<file path="config.mk">
export PLATFORM = sky130hd
export DESIGN_NAME = sdc_addr_xlate
export DESIGN_NICKNAME = d
export VERILOG_FILES = /design/src/rtl/sdc_pkg.sv /design/src/rtl/sdc_addr_xlate.sv
export SDC_FILE = /design/constraint.sdc
export NUM_CORES = 1
export LEC_CHECK = 0
export ABC_AREA = 0
export BUFFER_PORTS_ARGS = -buffer_cell sky130_fd_sc_hd__buf_2
export CORE_ASPECT_RATIO = 0.8
export CORE_MARGIN = 8
export CORE_UTILIZATION = 40
export DETAILED_ROUTE_END_ITERATION = 8
export PLACE_DENSITY_LB_ADDON = 0.25
export SYNTH_ARGS = -nofsm -noshare
export SYNTH_HDL_FRONTEND = slang
export SYNTH_SLANG_ARGS = --single-unit
</file>
<file path="constraint.sdc">
create_clock -name vclk -period 91.5
set_input_delay 0 -clock vclk [all_inputs]
set_output_delay 0 -clock vclk [all_outputs]
set_load 0.03 [all_outputs]
</file>
<file path="src/rtl/sdc_pkg.sv">
package sdc_pkg;
    localparam int WORD_W = 48;
    localparam int ADDR_W = 20;
    localparam int LEN_W  = 20;
    localparam int IDX_W  = LEN_W;
    localparam int SIZE_W = 3;
    localparam int FLAG_N = 5;
    localparam int DESC_W = FLAG_N + SIZE_W + LEN_W + ADDR_W;

    typedef enum logic [2:0] {
        FLT_NONE   = 3'd0,
        FLT_INIT   = 3'd1,
        FLT_OTHER  = 3'd2,
        FLT_BOUNDS = 3'd3,
        FLT_PROT   = 3'd4
    } fault_e;

    typedef struct packed {
        logic                present;
        logic                copy;
        logic                indexed;
        logic                paged;
        logic                rdonly;
        logic [SIZE_W-1:0]   esize;
        logic [LEN_W-1:0]    length;
        logic [ADDR_W-1:0]   base;
    } desc_t;

    typedef struct packed {
        logic                grant;
        logic                fault;
        fault_e              code;
        logic [ADDR_W-1:0]   addr;
    } resp_t;
endpackage

</file>
<file path="src/rtl/sdc_addr_xlate.sv">
module sdc_addr_xlate
    import sdc_pkg::*;
#(
    parameter int XW_WORD = WORD_W,
    parameter int XW_IDX  = IDX_W,
    parameter int XW_ADDR = ADDR_W
) (
    input  desc_t              d,
    input  logic [XW_IDX-1:0]  index,
    output logic [XW_ADDR-1:0] word_addr,
    output logic               out_of_bounds
);
    localparam int PER_4B = XW_WORD / 4;
    localparam int PER_6B = XW_WORD / 6;
    localparam int PER_8B = XW_WORD / 8;

    logic [XW_IDX-1:0] word_off;

    always_comb begin
        case (d.esize)
            3'd1:    word_off = index / XW_IDX'(PER_4B);
            3'd2:    word_off = index / XW_IDX'(PER_6B);
            3'd3:    word_off = index / XW_IDX'(PER_8B);
            default: word_off = index;
        endcase

        if (d.indexed) begin
            word_addr     = d.base;
            out_of_bounds = 1'b0;
        end else begin
            word_addr     = d.base + XW_ADDR'(word_off);
            out_of_bounds = (index >= XW_IDX'(d.length));
        end
    end
endmodule

</file>
# --- Word level (Yosys, flattened, before mapping) ---
# Cells that the tools add are included.
classes:
  add_sub_neg: 1
  eq_ne: 3
  div: 2
  order_cmp: 1
  muxes: 3
op_table:
  columns: ["operator", "count"]
  rows:
  - ["$pmux 20 s3", 1]
  - ["$add 20x20->20", 1]
  - ["$div 20x3->20 const B", 1]
  - ["$div 20x4->20 const B", 1]
  - ["$ge 20x20->1", 1]
  - ["$mux 20", 1]
  - ["$eq 3x2->1 const B", 2]
  - ["$eq 3x1->1 const B", 1]
  - ["$mux 1", 1]
totals:
  output_inout_bits: 21
  register_bits: 0
  wordCells: 10

# --- Longest topological paths before layout ---
logic_depth:
  depth_word: 4
  mapped_depth: 162
  mapped_depth_nobuf: 158

# --- Worst setup path after synthesis ---
# No wires, ideal clock.
synth_path:
  path_type: "input to output"
  from: "input port d[40] (netlist bit)"
  to: "output port word_addr[18]"
  arrival_ns: 32.866
  required_ns: 91.500
  cell_stages: 160
  path_slack_ns: 58.634
  path_cell_list: "buf_4 > clkbuf_1 > nand3b_1 > ha_1 > nor2_1 > nor2_1 > nor2b_1 > ha_1 > o21ai_0 > nor3_1 > nor2_1 > inv_1 > ha_1 > and3_1 > nor4_2 > o22ai_4 > nand2_1 > xor2_1 > [124 not listed] > nor2_1 > nor2_1 > o21bai_1 > a21oi_1 > o21bai_1 > a21oi_1 > o21bai_1 > a21oi_1 > o21bai_1 > a21oi_1 > o21bai_1 > a21oi_1 > o21bai_1 > a21oi_1 > o21bai_1 > a21oi_1 > xor2_1 > o21ai_0"
synth_via:
  elab_chain_len: 4
  elab_cells_between_ends: 6
  cone_classes: "1 x add/sub; 3 x eq/ne; 2 x mux"
synth_rtl:
  columns: ["element", "line", "source"]
  rows:
  - ["from (decl)", "sdc_addr_xlate.sv:8", "input desc_t d,"]
  - ["$eq 3x2->1 / $eq 3x1->1 (equally long branches)", "sdc_addr_xlate.sv:20", "case (d.esize)"]
  - ["$pmux 20 s3 *", "sdc_addr_xlate.sv:20", null]
  - ["$add 20x20->20 *", "sdc_addr_xlate.sv:31", "word_addr = d.base + XW_ADDR'(word_off);"]
  - ["$mux 20 *", "sdc_addr_xlate.sv:27", "if (d.indexed) begin"]
  - ["to (decl)", "sdc_addr_xlate.sv:10", "output logic [XW_ADDR-1:0] word_addr,"]
# Every way passes the cells marked *; elsewhere a longest branch is shown, timed or not.

# --- Worst setup path in the final report ---
layout_path:
  from: "input port d[42] (netlist bit)"
  to: "output port word_addr[19]"
# Same word-level chain as after synthesis.

==> results.py <==
metrics = {
    "cells_and_area": {
        "n_sequential_cell": 0,
        "insertedDiodeCount": 0,
        "regArea_um2": 0,
        "multi_input_area_um2": 8180,
        "area_delta_synth_final_pct": 6.61,
        "fillers": 2225,
        "clockBufferCount": 0,
        "drive_above_1_share": 0.173,
        "layout.nets": 1435,
    },
    "floorplan": {
        "start_util": 0.405,
        "io_pins": 89,
        "core_area_um2": 21400,
        "die_h_um": 148,
        "row_count": 48,
        "dieWidth_um": 180,
        "die_area_um2": 26600,
    },
    "yosys": {
        "synth.cell_area_um2": 8650,
        "synth.avg_cell_area_um2": 6.94,
        "synth_top_area_cell": "ha_1",
        "synth_common_cells": "116 x nor2_1, 103 x nand2_1, 81 x a21oi_1, 74 x ha_1, 71 x o21ai_0",
        "synthTopCellsByArea": "ha_1 11%, nor2_1 5.0%, a21oi_1 4.7%",
        "synth_cells": 1246,
        "yosysSeqAreaShare": 0,
        "yosysMostFrequentCell": "nor2_1",
        "synth_top_area_frac": 0.107,
        "syn-num-nets": 1389,
        "ys_types": 128,
        "yosysWarnings": 0,
    },
    "sta": {
        "rsz0062_at_grt": "no",
        "final-hold-violation-count": 0,
        "final-max-slew-violation-count": 0,
        "tightest_slew_ps": 1000,
        "fmax_mhz": 25.8,
        "holdWs_ps": 307,
        "finalSetupViolations": 0,
        "period_share": 0.423,
        "setup_tns_ps": 0,
        "min_period_ps": 38730,
        "relSlewSlack": 0.325,
    },
    "setup_path": {
        "critPathRequiredTime_ps": 91500,
        "cp.arrival_ps": 38730,
        "worst_setup_path_start_kind": "input port",
        "worstPathMaxFanout": 20,
        "cp_num_buf_inv": 11,
        "critPathMaxStageDelay_ps": 610,
        "crit_path_end_kind": "output port",
        "cp_slowest_cell": "nor4_4",
        "path_class": "in -> out",
        "cp_top_family": "simple AND/OR/NAND/NOR gates",
        "path_depth": 161,
    },
    "grt": {
        "grt_max_degree": 39,
        "overflow": 0,
        "grt_pass1_vias": 8962,
        "track_usage": 0.205,
        "antenna_found_initial": 0,
        "grt_pass1_wl_um": 47400,
    },
    "route": {
        "wl_per_cell_um": 18.4,
        "drt_pass1_iterations": 5,
        "num_vias": 9941,
        "drt_iter0_drc": 1059,
        "drc_errors": 0,
        "ant_nets": 0,
        "drt_wl_total_um": 28900,
        "via_per_inst": 6.35,
    },
    "placed_design": {
        "portBuffers": 85,
        "post-dp-hpwl_um": 23800,
        "routabilityCongestion": 0.945,
    },
    "cts": {
        "post_cts_buffers": 0,
        "ctsHoldBuffers": 0,
        "cts_resized": 0,
    },
    "min_path": {
        "hp-class": "in -> out",
        "whs_path_depth": 3,
        "whs_endpoint": "word_addr[19]",
        "min-delay-start": "d[19]",
    },
    "job": {
        "cap_violations": 0,
    },
    "outcome": {
        "status": "finished, final reports clean",
    },
}
final cells by class:
type	count	area share
Inverter	66	0.0269
Multi-Input combinational cell	1135	0.886
Timing Repair Buffer	89	0.0494
Tap cell	275	0.0373
metal layers:
layer / vias up / track usage / wire length [µm]
met5: - / 0 / 0
met1: 4628 / 0.323 / 14800
met2: 428 / 0.300 / 11500
met4: 0 / 0.0128 / 159
li1: 4874 / - / -
met3: 11 / 0.0258 / 2410
worst max path at each step:
stage	from	to	slack, ps
finish	d[42]	word_addr[19]	52770
floorplan	d[40]	word_addr[18]	58630
CTS	d[42]	word_addr[19]	53400
global route	d[42]	word_addr[19]	49770
global placement	d[42]	word_addr[19]	53880
detailed placement	d[42]	word_addr[19]	53590
layout by cell type (no fill, tap or decap), types with 18 or more instances in the layout:
master	synthesis	final
a21o_1	18	18
a21oi_1	81	81
xnor2_1	42	42
o21bai_1	20	20
nor2_1	116	116
a211oi_1	18	18
nand3_1	38	38
o21ai_0	71	71
xor2_1	23	23
nor3_1	35	35
nor4_1	21	21
a31oi_1	31	31
nand2_1	103	103
and3_1	22	22
inv_1	65	65
nor2b_1	22	22
ha_1	74	74
buf_2	5	85
or2_2	21	21
cell families (layout without fill, tap and decap cells):
family | Yosys count | in the layout | synth area share
muxes | 33 | 33 | 0.0418
buffers and inverters | 111 | 155 | 0.0549
and+or+nand+nor | 501 | 501 | 0.321
AOI/OAI and AO/OA | 454 | 454 | 0.393
adders and majority gates | 75 | 75 | 0.109
xor gates and xnor gates | 72 | 72 | 0.0797
tightest hold or removal path: stages:
cell    delay, ps
buf_2          80
xor2_1         50
buf_2         170
per-stage QoR:
stage | cells | cell area [µm²] | setup WS [ps] | utilization
floorplan | 1246 | 8650 | 58630 | -
global placement | 1565 | 9230 | 53880 | 0.431
detailed placement | 1565 | 9230 | 53590 | 0.431
CTS | 1565 | 9230 | 53400 | 0.431
global route | 1565 | 9230 | 49770 | 0.431
finish | 1565 | 9230 | 52770 | 0.431
Power is left out: the tool's default activity adds up to more than one toggle a clock period on the data nets, which glitch-free logic cannot reach.
